[src/rtl/cr_move_pkg.sv]
package cr_move_pkg;
  typedef enum logic [1:0] {
    OP_NONE = 2'd0,
    OP_MOVE = 2'd1,
    OP_REC  = 2'd2,
    OP_RSVD = 2'd3
  } cr_op_e;
endpackage

[src/rtl/cr_wr_decode.sv]
module cr_wr_decode
  import cr_move_pkg::*;
#(
  parameter int NFIELD = 8,
  localparam int IDX_W = $clog2(NFIELD)
) (
  input  cr_op_e             op_i,
  input  logic [IDX_W-1:0]   dst_i,
  input  logic               rc_i,
  output logic [IDX_W-1:0]   idx_o,
  output logic               vld_o,
  output logic [NFIELD-1:0]  mask_o
);
  always_comb begin
    idx_o = '0;
    vld_o = 1'b0;
    case (op_i)
      OP_MOVE: begin
        idx_o = dst_i;  // full operand width, no truncation
        vld_o = 1'b1;
      end
      OP_REC: begin
        idx_o = '0;
        vld_o = rc_i;
      end
      default: ;
    endcase
  end

  // mask bit order follows nibble order: field 0 at the top
  for (genvar f = 0; f < NFIELD; f++) begin : g_mask
    assign mask_o[NFIELD-1-f] = vld_o && (idx_o == IDX_W'(f));
  end
endmodule

[src/rtl/cr_field_dp.sv]
module cr_field_dp #(
  parameter int NFIELD = 8,
  parameter int FW     = 4,
  localparam int CR_W  = NFIELD * FW,
  localparam int IDX_W = $clog2(NFIELD)
) (
  input  logic [CR_W-1:0]   cr_i,
  input  logic [IDX_W-1:0]  src_i,
  input  logic [NFIELD-1:0] mask_i,
  output logic [CR_W-1:0]   cr_o
);
  logic [FW-1:0] fld [NFIELD];
  logic [FW-1:0] src_fld;

  for (genvar f = 0; f < NFIELD; f++) begin : g_fld
    assign fld[f] = cr_i[CR_W-1-FW*f -: FW];
    assign cr_o[CR_W-1-FW*f -: FW] = mask_i[NFIELD-1-f] ? src_fld : fld[f];
  end

  assign src_fld = fld[src_i];
endmodule

[src/rtl/cr_field_move.sv]
module cr_field_move
  import cr_move_pkg::*;
#(
  parameter int NFIELD = 8,
  parameter int FW     = 4,
  localparam int CR_W  = NFIELD * FW,
  localparam int IDX_W = $clog2(NFIELD)
) (
  input  logic              clk_i,
  input  logic              rst_ni,
  input  logic              valid_i,
  input  logic [1:0]        op_i,
  input  logic [IDX_W-1:0]  src_i,
  input  logic [IDX_W-1:0]  dst_i,
  input  logic              rc_i,
  input  logic              load_i,
  input  logic [CR_W-1:0]   load_data_i,
  output logic [CR_W-1:0]   cr_o,
  output logic [IDX_W-1:0]  wr_idx_o,
  output logic              wr_vld_o,
  output logic [NFIELD-1:0] wr_mask_o
);
  cr_op_e          op;
  logic [CR_W-1:0] cr_q, cr_moved;

  assign op = cr_op_e'(op_i);

  cr_wr_decode #(.NFIELD(NFIELD)) i_dec (
    .op_i  (op),
    .dst_i (dst_i),
    .rc_i  (rc_i),
    .idx_o (wr_idx_o),
    .vld_o (wr_vld_o),
    .mask_o(wr_mask_o)
  );

  cr_field_dp #(.NFIELD(NFIELD), .FW(FW)) i_dp (
    .cr_i  (cr_q),
    .src_i (src_i),
    .mask_i(wr_mask_o),
    .cr_o  (cr_moved)
  );

  always_ff @(posedge clk_i or negedge rst_ni) begin
    if (!rst_ni) begin
      cr_q <= '0;
    end else if (valid_i) begin
      if (load_i)            cr_q <= load_data_i;
      else if (op == OP_MOVE) cr_q <= cr_moved;
    end
  end

  assign cr_o = cr_q;
endmodule

[config.mk]
export PLATFORM = sky130hd
export DESIGN_NAME = cr_field_move
export DESIGN_NICKNAME = d
export VERILOG_FILES = /design/src/rtl/cr_move_pkg.sv /design/src/rtl/cr_wr_decode.sv /design/src/rtl/cr_field_dp.sv /design/src/rtl/cr_field_move.sv
export SDC_FILE = /design/constraint.sdc
export NUM_CORES = 1
export LEC_CHECK = 0
export BUFFER_PORTS_ARGS = -buffer_cell sky130_fd_sc_hd__buf_4
export CAP_MARGIN = 0
export CORE_MARGIN = 1
export CORE_UTILIZATION = 51
export DETAILED_ROUTE_END_ITERATION = 16
export MAX_ROUTING_LAYER = met4
export PLACE_DENSITY = 0.87
export SLEW_MARGIN = 0
export SYNTH_ARGS = -nofsm -noshare
export SYNTH_HDL_FRONTEND = slang
export SYNTH_SLANG_ARGS = --single-unit
[constraint.sdc]
create_clock -name clk_i -period 2.4 [get_ports clk_i]
set_input_delay 0.24 -clock clk_i [delete_from_list [all_inputs] [get_ports clk_i]]
set_output_delay 0.24 -clock clk_i [all_outputs]
set_load 0.02 [all_outputs]
# --- Yosys cells after proc, flatten, opt, wreduce, memory -nomap -nowiden ---
# Index checks and enable logic that the tools add are counted.
word_totals:
  reg_bits: 32
  latchBits: 0
  ram_bits: 0
  mem_bits_ro: 0
  inputBits: 45
  out_inout_bits: 44
  wordCells: 60
  memories: 0
classes:
  add_sub_neg: 0
  n_mul: 0
  div_mod_pow: 0
  n_lt_le_gt_ge: 1
  eq_ne: 9
  n_shift: 0
  n_mux: 15
  bitwise_logic: 1
  reduce_logical: 26
ops:
  columns: ["cell", "n"]
  rows:
  - ["$mux W32", 2]
  - ["$mux W4", 10]
  - ["$reduce_and A3 Y1", 8]
  - ["$reduce_bool A2 Y1", 9]
  - ["$bmux W4 S3", 1]
  - ["$eq A3 B3 Y1 const B", 4]
  - ["$logic_and A1 B1 Y1", 8]
  - ["$eq A3 B2 Y1 const B", 2]
  - ["$ge A4 B4 Y1 const B", 1]
  - ["$not A3 Y4", 1]
  - ["$eq A3 B1 Y1 const B", 1]
  - ["$logic_not A3 Y1", 1]
  - ["$mux W3", 1]
  - ["$eq A2 B1 Y1 const B", 1]
  - ["$eq A2 B2 Y1 const B", 1]
  - ["$pmux W1 S2", 1]

# --- Logic depth before layout (Yosys ltp) ---
# Gate-level depths: netlist of the first run.
depth:
  word_depth: 7
  mapped_depth: 7
  ltp_nobuf: 6

# --- Hierarchy ---
# Synthesis of the first run repeated with hierarchy kept, for this count alone.
unflattened:
  cells_unflattened: 182
  area_unflattened_um2: 2567.5
by_module_without_submodules:
  columns: ["mod", "n_inst", "cells_per_inst", "area_each_um2", "seq_area_each_um2"]
  rows:
  - ["cr_field_move", 1, 105, 1760.4, 800.8]
  - ["cr_field_dp", 1, 54, 664.4, 0.0]
  - ["cr_wr_decode", 1, 23, 142.6, 0.0]

# --- Least setup slack after synthesis of the first run ---
# Ideal clock, no wire load.
synth_path:
  path_kind: "input -> register"
  start: "input port op_i[0]"
  end: "register cr_q[4], in the netlist cr_o[4]"
  setup_ps: 79
  arrival_ps: 1554
  required_ps: 2321
  path_slack_ps: 766
  path_stages: 7
  path_buffers: 1
  cell_sequence: "inv_1 -> ha_1 -> and3b_1 -> clkbuf_1 -> a31oi_1 -> nor2_1 -> a2bb2oi_1"
synth_via:
  elab_chain_len: 6
  word_cells_on_any_way: 9
  cone_classes: "eq/ne (3); mux (2); reduce/logical (4)"
synth_rtl:
  columns: ["item", "line", "rtl"]
  rows:
  - ["start, declared", "cr_field_move.sv:12", "input logic [1:0] op_i,"]
  - ["$eq A2 B1 Y1", "cr_wr_decode.sv:17, cr_field_move.sv:49", null]
  - ["$mux W3", "cr_wr_decode.sv:17", "case (op_i)"]
  - ["$eq A3 B3 Y1", "cr_wr_decode.sv:32", "assign mask_o[NFIELD-1-f] = vld_o && (idx_o == IDX_W'(f));"]
  - ["$logic_and A1 B1 Y1", "cr_wr_decode.sv:32", null]
  - ["$reduce_bool A2 Y1 (no line)", null, null]
  - ["$reduce_and A3 Y1 (no line) (*)", null, null]
  - ["end signal, assigned", "cr_field_move.sv:48", "if (load_i) cr_q <= load_data_i;"]
  - ["end signal, assigned", "cr_field_move.sv:49", "else if (op == OP_MOVE) cr_q <= cr_moved;"]
  - ["end, declared", "cr_field_move.sv:24", "logic [CR_W-1:0] cr_q, cr_moved;"]
# Mark *: on every way between the ends. The rest lies on a longest branch, timed or not.
# A chain may end at the register's enable or synchronous reset.

# --- Worst setup path in the final report of the first run ---
layout_path:
  start: "register cr_q[1], in the netlist cr_o[1]"
  end: "register cr_q[29], in the netlist cr_o[29]"
layout_via:
  elab_chain_len: 6
layout_rtl:
  columns: ["item", "line", "rtl"]
  rows:
  - ["$bmux W4 S3", "cr_field_dp.sv:20", "assign src_fld = fld[src_i];"]
  - ["$mux W4 (not written as such) (2 in series)", "cr_field_dp.sv:20", null]
  - ["$mux W4", "cr_field_dp.sv:17", "assign cr_o[CR_W-1-FW*f -: FW] = mask_i[NFIELD-1-f] ? src_fld : fld[f];"]
  - ["$mux W32", "cr_field_move.sv:49", null]
  - ["$mux W32", "cr_field_move.sv:48", null]
# No other way between the ends. The select of a mux whose other input is x is not followed.

==> results.json, run 1 <==
{
  "status": "finished, final reports clean",
  "grt_pass1_wl_mm": 9.10,
  "drc": 0,
  "pre_cts_slack_ns": 0.381,
  "netlist_area_sq_um": 1990,
  "synth_warnings": 0,
  "maxCapViolCount": 0,
  "layout.cells.non_filler": 327,
  "cts_tree": "built",
  "clock_sinks": 32,
  "grt_pass1_vias": 1745,
  "synth_common_cells": "dfrtp_1 (32), a211oi_1 (24), a2bb2oi_1 (18)",
  "power-per-cell-area_nw_per_um2": 698,
  "cp.arrival_ns": 1.95,
  "cp-end-kind": "register",
  "path_class": "register to register",
  "period_share_pct": 72.9,
  "synth_area_leader_cell": "dfrtp_1",
  "design.portCount": 89,
  "rsz0062_at_grt": "no",
  "cts_buffer_depth": 2,
  "grt_usage_pct": 30.0,
  "synth_top_area_share_pct": 40.2,
  "finalWorstSetupSlack_ns": 0.651,
  "ant_nets": 0,
  "hold_violations": 0,
  "hold_path.class": "input pin to register",
  "port_buffers": 88,
  "num_rows": 22,
  "dp.cells": 321,
  "yosysMostFrequentCell": "dfrtp_1",
  "fmax_mhz": 572,
  "antenna_cells": 0,
  "max-slew-margin-rel_pct": 62.6,
  "synth_flop_cell": "dfrtp_1",
  "whs_ns": 0.227,
  "cts-root-buf": "clkbuf_8",
  "drt_first_pass_iters": 5,
  "skew_ns": 0.00425,
  "die-height_um": 64.5,
  "seq_area_sq_um": 801,
  "cp-start-kind": "register",
  "cts_buffers": 5,
  "critPathMaxFanout": 8,
  "p_leak_uw": 0.00123,
  "start_util_pct": 53.6,
  "drtIter0Drc": 228,
  "place_congestion": 0.921,
  "dp_hpwl_mm": 4.31,
  "antenna_found_initial": 0,
  "vias": 2033,
  "ctsResizeCount": 0,
  "slew_violations": 0,
  "grt_max_degree": 47,
  "wire_per_inst_um": 17.9,
  "syn_inst": 201,
  "core_area_sq_um": 3720,
  "synth_cell_types": 37,
  "yosys-top-cells-area": "dfrtp_1 (40%), a211oi_1 (9.0%), a2bb2oi_1 (7.9%), a31oi_1 (4.7%), mux4_1 (4.0%)",
  "setup-violations-final": 0,
  "wirelength_mm": 5.85,
  "avgSynthCellArea_sq_um": 9.91,
  "cts.clk_slew.worst_paths_ns": 0.06,
  "worst_slew_pin_slew_ns": 0.558,
  "multi_input_area_sq_um": 1070,
  "htree_levels": 2,
  "synth_async_sr_flop_share_pct": 100,
  "ir_drop_mv": 0.490,
  "vias_per_cell": 6.22,
  "period_needed_ns": 1.75,
  "finalNetCount": 329,
  "die_area_sq_um": 4160,
  "fill_cells": 285,
  "die_width_um": 64.5,
  "yosysSeqAreaShare_pct": 40.2,
  "grt-ovfl-total": 0,
  "critPathRequiredTime_ns": 2.60,
  "clock_latency_ns": 0.28,
  "syn_nets": 249,
  "ys_ff_latch": 32,
  "synth-edff-count": 0,
  "layout-drive-gt1-share_pct": 36.2,
  "syn_to_final_growth_pct": 36.2,
  "largest_reg_flops": 32,
  "final.setup.tns_ns": 0
}
[cell usage in the layout, fill, tap and decap left out]
cell type      instances
buf_4                 90
dfrtp_1               32
a211oi_1              24
a2bb2oi_1             18
nand2_1               15
a31oi_1               15
a21oi_1               13
nor2b_1                9
inv_1                  6
nor2_1                 6
and3_1                 5
clkbuf_8               5
and2_1                 4
a2111oi_0              4
and2b_1                4
o21ai_0                3
mux4_1                 3
or4_1                  3
ha_1                   3
a2bb2oi_2              2
and3b_1                1
and4_1                 1
o31a_1                 1
nor3_1                 1
o21ai_1                1
nand2b_1               1
or4_4                  1
o21a_1                 1
o31ai_1                1
mux4_2                 1
a31oi_4                1
a31o_2                 1
a21o_1                 1
a41oi_1                1
dlygate4sd3_1          1
[kinds of logic after synthesis]
group	Yosys count	synth area share [%]
adder cells (fa/ha/maj)	3	1.88
AO/OA/AOI/OAI	87	32.7
flip-flops	32	40.2
multiplexers	4	5.09
buffers and inverters	24	5.84
AND/OR/NAND/NOR	51	14.3
[worst max-delay path, stage by stage, from the launching register on]
cell and delay (ns):
dfrtp_1 0.40, mux4_2 0.24, nor2b_1 0.04, or4_1 0.75, a31oi_4 0.24
[per-stage QoR]
| stage | total power, uW | area (sq um) | util, % |
|---|---|---|---|
| after global routing | 1970 | 2710 | 73.0 |
| after detailed placement | 1520 | 2630 | 70.9 |
| after global placement | 1500 | 2630 | 70.9 |
| after floorplan | 1180 | 1990 | - |
| after CTS | 1880 | 2710 | 73.0 |
| final | 1890 | 2710 | 73.0 |
[area by class of cell]
cell class,count,area share [%]
clock buffers,5,2.54
inverters,6,0.830
repair buffers,91,25.3
well taps,48,2.21
multi-input cells,145,39.6
flip-flops and latches,32,29.5
[worst paths after layout]
| check | start | endpoint | slack (ns) | cells after the start |
|---|---|---|---|---|
| worst max register to register | cr_o[1] | cr_o[29] | 0.65 | 4 |
| min in group asynchronous | rst_ni | cr_o[12] | 0.43 | 2 |
| max in group asynchronous | rst_ni | cr_o[18] | 1.68 | 2 |
| worst min-delay path | load_data_i[30] | cr_o[30] | 0.23 | 3 |
| worst min register to register | cr_o[25] | cr_o[25] | 0.58 | 1 |
| worst max-delay path | cr_o[1] | cr_o[29] | 0.65 | 4 |
[routing by layer]
layer | GRT usage, % | share of wire [%] | vias up
met4 | 6.94 | 1.0 | 0
li1 | - | - | 944
met3 | 4.93 | 7.5 | 10
met5 | - | 0 | -
met1 | 39.2 | 42 | 969
met2 | 49.1 | 50 | 110
[report_power, final]
part | switching [uW] | leakage (uW) | total [uW] | internal (uW)
registers | 111 | 0.000353 | 767 | 655
clock network | 184 | 0.0000359 | 370 | 187
logic | 395 | 0.000838 | 757 | 362
total | 690 | 0.00123 | 1890 | 1200
[what timing repair did]
action / in CTS / in global routing
endpoints found under the setup margin: 0 / 0
buffers inserted: 0 / 0
hold buffers: 1 / 0
endpoints found under the hold margin: 32 / 0
No activity file was read; power rests on OpenSTA's default activity.
==> inputs of run 2 (changes only) <==
--- a/config.mk
+++ b/config.mk
@@ -8,10 +8,10 @@
 export BUFFER_PORTS_ARGS = -buffer_cell sky130_fd_sc_hd__buf_4
 export CAP_MARGIN = 0
 export CORE_MARGIN = 1
-export CORE_UTILIZATION = 51
+export CORE_UTILIZATION = 43
 export DETAILED_ROUTE_END_ITERATION = 16
 export MAX_ROUTING_LAYER = met4
-export PLACE_DENSITY = 0.87
+export PLACE_DENSITY = 0.78
 export SLEW_MARGIN = 0
 export SYNTH_ARGS = -nofsm -noshare
 export SYNTH_HDL_FRONTEND = slang
==> constraint.sdc (replaced) <==
create_clock -name clk_i -period 1.5 [get_ports clk_i]
set_input_delay 0.15 -clock clk_i [delete_from_list [all_inputs] [get_ports clk_i]]
set_output_delay 0.15 -clock clk_i [all_outputs]
set_load 0.02 [all_outputs]
==> results.json, run 2 (same netlist as run 1, synthesis figures left out) <==
{
  "status": "finished, violations left",
  "violations": "negative setup slack",
  "p_leak_uw": 0.00152,
  "grt_pass1_wl_mm": 10.9,
  "cts-root-buf": "clkbuf_8",
  "antenna_found_initial": 0,
  "drtIter0Drc": 151,
  "grt_usage_pct": 29.3,
  "hold_violations": 0,
  "clock_sinks": 32,
  "grt_max_degree": 33,
  "cts_buffers": 5,
  "die_width_um": 70.1,
  "crit_path_cell_trace": "mux4_2 > nor2b_1 > or4_4 > buf_8 > a31oi_1",
  "layout-drive-gt1-share_pct": 58.4,
  "r2r_slack_ns": -0.03,
  "grt_pass1_vias": 2252,
  "max_stage_delay_ns": 0.48,
  "whs_ns": 0.121,
  "cp.arrival_ns": 1.70,
  "path_delay_family": "multiplexers",
  "path_class": "register to register",
  "wire_per_inst_um": 17.3,
  "max-slew-margin-rel_pct": 68.7,
  "die-height_um": 70.1,
  "holdPathEnd": "cr_o[3]",
  "total_power_uw": 3590,
  "drc": 0,
  "slew_violations": 0,
  "vias": 2235,
  "drt_first_pass_iters": 4,
  "htree_levels": 2,
  "slowest_stage": "mux4_2",
  "r2r-start": "cr_o[3]",
  "skew_ns": 0.00440,
  "layout_common_cells": "buf_4 (139), a211oi_1 (24), dfrtp_2 (18), nand2_1 (15), dfrtp_1 (14)",
  "power-per-cell-area_nw_per_um2": 1070,
  "syn_to_final_growth_pct": 67.7,
  "critPathMaxFanout": 6,
  "antenna_cells": 0,
  "maxCapViolCount": 0,
  "finalNetCount": 386,
  "place_area_sq_um": 3110,
  "place_congestion": 0.865,
  "cts.clk_slew.worst_paths_ns": 0.07,
  "ir_drop_mv": 0.820,
  "final.setup.tns_ns": -0.122,
  "r2r_cells": 5,
  "finalWorstSetupSlack_ns": -0.0290,
  "ant_nets": 0,
  "grt-ovfl-total": 0,
  "setup-violations-final": 8,
  "clock_latency_ns": 0.29,
  "port_buffers": 88,
  "r2r-end": "cr_o[31]",
  "period_needed_ns": 1.53,
  "rsz0062_at_grt": "yes",
  "hold_path.class": "input pin to register",
  "core_area_sq_um": 4410,
  "cts_tree": "built",
  "dp_hpwl_mm": 5.03,
  "num_rows": 24,
  "die_area_sq_um": 4910,
  "period_share_pct": 102,
  "largest_reg_flops": 32,
  "multi_input_area_sq_um": 1160,
  "holdPathStages": 3,
  "start_util_pct": 45.1,
  "fill_cells": 312,
  "wirelength_mm": 6.78,
  "cts_buffer_depth": 2,
  "hold_start": "load_data_i[3]",
  "seq_area_sq_um": 823,
  "cp-end-kind": "register",
  "cp_num_buf_inv": 1,
  "finalInstanceArea_sq_um": 3340,
  "vias_per_cell": 5.72,
  "cp-start-kind": "register",
  "final_common_cell": "buf_4",
  "critPathRequiredTime_ns": 1.67,
  "fmax_mhz": 654,
  "design.portCount": 89,
  "worst_slew_pin_slew_ns": 0.468
}
==> run 2: cell count changes in the layout (fill, tap and decap cells not counted), sizes merged <==
cell / before / now
buf: 90 / 147
clkinv: 0 / 2
clkbuf: 5 / 6
==> run 2: where the power goes <==
group / switching (uW) / leakage [uW] / internal [uW] / total (uW)
Combinational: 790 / 0.00113 / 905 / 1690
Clock: 328 / 0.0000510 / 366 / 693
Sequential: 133 / 0.000338 / 1070 / 1200
Total: 1250 / 0.00152 / 2340 / 3590
==> run 2: how the worst max path moves through the flow <==
stage                  start        to  cells after the start
floorplan           cr_o[31]   cr_o[3]                      5
global placement     op_i[1]  cr_o[16]                      9
detailed placement   op_i[1]  cr_o[17]                      9
CTS                  cr_o[0]   cr_o[0]                      5
global route         cr_o[3]   cr_o[3]                      5
finish               cr_o[3]  cr_o[31]                      5
==> run 2: layout make-up <==
| class | instances | area share (%) |
|---|---|---|
| multi-input cells | 145 | 34.7 |
| clock inverters | 2 | 0.300 |
| flip-flops and latches | 32 | 24.6 |
| clock buffers | 6 | 2.47 |
| repair buffers | 148 | 35.2 |
| inverters | 6 | 0.674 |
| well taps | 52 | 1.95 |
==> run 2: metrics by stage <==
step           cells  util [%]  setup WS, ns
5_1_grt          391      75.7       -0.0712
3_5_place_dp     378      70.5        -0.213
3_3_place_gp     378      70.5        -0.168
2_1_floorplan    201         -       0.00942
6_report         391      75.7       -0.0290
4_1_cts          388      73.6      -0.00280
==> run 2: routing by layer <==
layer	global-route usage [%]	wire [um]	part of all wire, %	up-vias
met5	-	0	0	-
met4	11.6	150	2.2	0
met3	6.06	464	6.8	12
met2	46.3	3350	49	91
met1	36.9	2820	42	1068
li1	-	-	-	1064
==> run 2: worst reg2reg max path, delay by kind of cell, from the launching register on <==
family / cells / cell delay [ns]
DFF: 1 / 0.41
buffers and inverters: 1 / 0.12
AOI/OAI and AO/OA: 1 / 0.08
muxes: 1 / 0.49
and+or+nand+nor: 2 / 0.30
==> run 2: timing repair <==
item	4_1_cts	5_1_grt
setup endpoints to repair	26	32
gates resized for setup	8	15
cloned	0	0
hold endpoints to repair	32	0
pin swaps	0	2
buffers inserted	1	3
hold buffers	1	0
==> inputs of run 3 (changes only) <==
--- a/config.mk
+++ b/config.mk
@@ -8,11 +8,12 @@
 export BUFFER_PORTS_ARGS = -buffer_cell sky130_fd_sc_hd__buf_4
 export CAP_MARGIN = 0
 export CORE_MARGIN = 1
-export CORE_UTILIZATION = 43
+export CORE_UTILIZATION = 46
 export DETAILED_ROUTE_END_ITERATION = 16
 export MAX_ROUTING_LAYER = met4
 export PLACE_DENSITY = 0.78
 export SLEW_MARGIN = 0
 export SYNTH_ARGS = -nofsm -noshare
 export SYNTH_HDL_FRONTEND = slang
+export SYNTH_HIERARCHICAL = 1
 export SYNTH_SLANG_ARGS = --single-unit
==> results.json, run 3 <==
{
  "status": "finished, violations left",
  "violations": "negative setup slack",
  "crit_top_cell": "mux2_4",
  "grt_usage_pct": 27.6,
  "cp-end-kind": "register",
  "ir_drop_mv": 0.742,
  "cts_buffers": 5,
  "clock_latency_ns": 0.29,
  "slowest_stage": "mux4_2",
  "ys_ff_latch": 32,
  "holdPathStages": 3,
  "skew_ns": 0.00831,
  "syn_to_final_growth_pct": 69.6,
  "critPathMaxFanout": 8,
  "layout.cells.non_filler": 407,
  "cts_buffer_depth": 2,
  "cp.arrival_ns": 2.44,
  "hold_path.class": "input pin to register",
  "antenna_cells": 0,
  "die-height_um": 76.7,
  "period_share_pct": 151,
  "die_area_sq_um": 5880,
  "r2r_cells": 5,
  "yosysSeqAreaShare_pct": 31.2,
  "port_buffers": 88,
  "cts-root-buf": "clkbuf_8",
  "synth_warnings": 6,
  "synth_common_cells": "mux2_2 (43), mux2_1 (37), dfrtp_1 (32), mux2_4 (32), buf_6 (5)",
  "dp_hpwl_mm": 5.63,
  "vias": 2192,
  "start_util_pct": 49.0,
  "synth_top_area_share_pct": 31.2,
  "antenna_found_initial": 0,
  "grt-ovfl-total": 0,
  "avgSynthCellArea_sq_um": 14.1,
  "grt_pass1_vias": 2380,
  "synth_async_sr_flop_share_pct": 100,
  "drc": 0,
  "total_power_uw": 5300,
  "dp.cells": 389,
  "yosysMostFrequentCell": "mux2_2",
  "finalWorstSetupSlack_ns": -0.764,
  "grt_max_degree": 33,
  "synth_cell_types": 23,
  "syn_nets": 229,
  "largest_reg_flops": 32,
  "finalNetCount": 383,
  "crit_path_cell_trace": "mux2_4 > mux4_2 > mux2_4 > mux2_4 > mux2_4",
  "path_class": "register to register",
  "die_width_um": 76.7,
  "grt_pass1_wl_mm": 12.2,
  "syn_inst": 182,
  "worst_slew_pin_slew_ns": 0.425,
  "period_needed_ns": 2.26,
  "fill_cells": 272,
  "maxCapViolCount": 0,
  "synth_area_leader_cell": "dfrtp_1",
  "netlist_area_sq_um": 2570,
  "drtIter0Drc": 83,
  "setup-violations-final": 33,
  "rsz0062_at_grt": "yes",
  "core_area_sq_um": 5240,
  "synth-edff-count": 0,
  "max-slew-margin-rel_pct": 71.6,
  "final_common_cell": "buf_4",
  "htree_levels": 2,
  "final_core_util_pct": 83.1,
  "critPathRequiredTime_ns": 1.68,
  "wire_per_inst_um": 20.6,
  "yosys-top-cells-area": "dfrtp_1 (31%), mux2_2 (19%), mux2_4 (19%), mux2_1 (16%), mux4_2 (3.5%)",
  "cts.clk_slew.worst_paths_ns": 0.07,
  "power-per-cell-area_nw_per_um2": 1220,
  "max_stage_delay_ns": 0.60,
  "cts_tree": "built",
  "synth_flop_cell": "dfrtp_1",
  "place_congestion": 0.817,
  "hold_violations": 0,
  "cp-start-kind": "register",
  "p_leak_uw": 0.00214,
  "fmax_mhz": 442,
  "drt_first_pass_iters": 4,
  "wirelength_mm": 8.40,
  "vias_per_cell": 5.39,
  "design.portCount": 89,
  "layout_common_cells": "buf_4 (135), mux2_4 (103), dfrtp_2 (25), buf_6 (12), mux2_2 (9)",
  "num_rows": 26,
  "clock_sinks": 32,
  "layout-drive-gt1-share_pct": 95.0,
  "ant_nets": 0,
  "slew_violations": 0
}
-- run 3: changes by cell type in the layout (fill, tap and decap cells not counted), moves of 8 or more --
cell,previous run,this run
nand2_1,15,1
mux2_2,0,9
a2bb2oi_1,12,0
a2bb2oi_2,8,0
a31oi_1,13,0
mux2_4,0,103
a211oi_1,24,0
buf_6,3,12
a21oi_1,13,1
-- run 3: what timing repair did --
action                     CTS  global route
setup endpoints to repair   36            38
setup buffers                3             6
hold endpoints to repair    32             0
hold buffers                 1             0
gates resized for setup     13            20
pin swaps                    1             6
-- run 3: worst paths after layout --
| kind | from | endpoint | slack, ns |
|---|---|---|---|
| worst max register to register | cr_o[4] | cr_o[20] | -0.76 |
| max in group asynchronous | rst_ni | cr_o[16] | 0.82 |
| worst min-delay path | load_data_i[5] | cr_o[5] | 0.21 |
| worst max-delay path | cr_o[4] | cr_o[20] | -0.76 |
| worst min register to register | cr_o[22] | cr_o[22] | 0.62 |
| min in group asynchronous | rst_ni | cr_o[2] | 0.35 |
-- run 3: cell type report --
class	count	area, sq um	share of cell area [%]
flip-flops and latches	32	832	19.1
clock buffers	8	90.1	2.07
multi-input cells	138	2010	46.2
well taps	70	87.6	2.01
repair buffers	156	1310	30.2
inverters	3	18.8	0.431
-- run 3: cell families (layout without fill, tap and decap cells) --
kind of cell               count (synthesis)  after routing  share of synthesized area, %
AOI/OAI and AO/OA                          3              3                         0.975
adders and majority gates                  2              2                         0.975
buffers and inverters                     12            167                          5.56
DFF                                       32             32                          31.2
muxes                                    116            116                          57.3
and+or+nand+nor                           17             17                          4.00
-- run 3: report_power, final --
group	internal [uW]	switching (uW)	total, uW
logic	1970	1280	3250
clock network	375	342	717
registers	1150	178	1330
-- run 3: per-stage QoR --
stage          hold slack (ns)  TNS, ns  setup slack [ns]  area [sq um]
2_1_floorplan           -0.146   -20.77            -0.655          2940
5_1_grt                  0.207   -24.01            -0.774          4350
4_1_cts                  0.208   -22.10            -0.712          4230
6_report                 0.209   -23.17            -0.764          4350
3_3_place_gp             0.113   -23.66            -0.794          4050
3_5_place_dp             0.112   -24.91            -0.827          4050
-- run 3: per-layer routing --
| layer | up-vias | track usage [%] | routed length, um | share of wire (%) |
|---|---|---|---|---|
| met1 | 1116 | 34.2 | 3750 | 45 |
| met3 | 12 | 5.00 | 300 | 3.6 |
| met2 | 75 | 46.3 | 4240 | 50 |
| li1 | 989 | - | - | - |
| met4 | 0 | 7.12 | 114 | 1.4 |
| met5 | - | - | 0 | 0 |
-- run 3: worst max-delay path: cells and delay by family (launching register included) --
kind / cells / cell delay [ns]
DFF: 1 / 0.44
muxes: 5 / 1.71
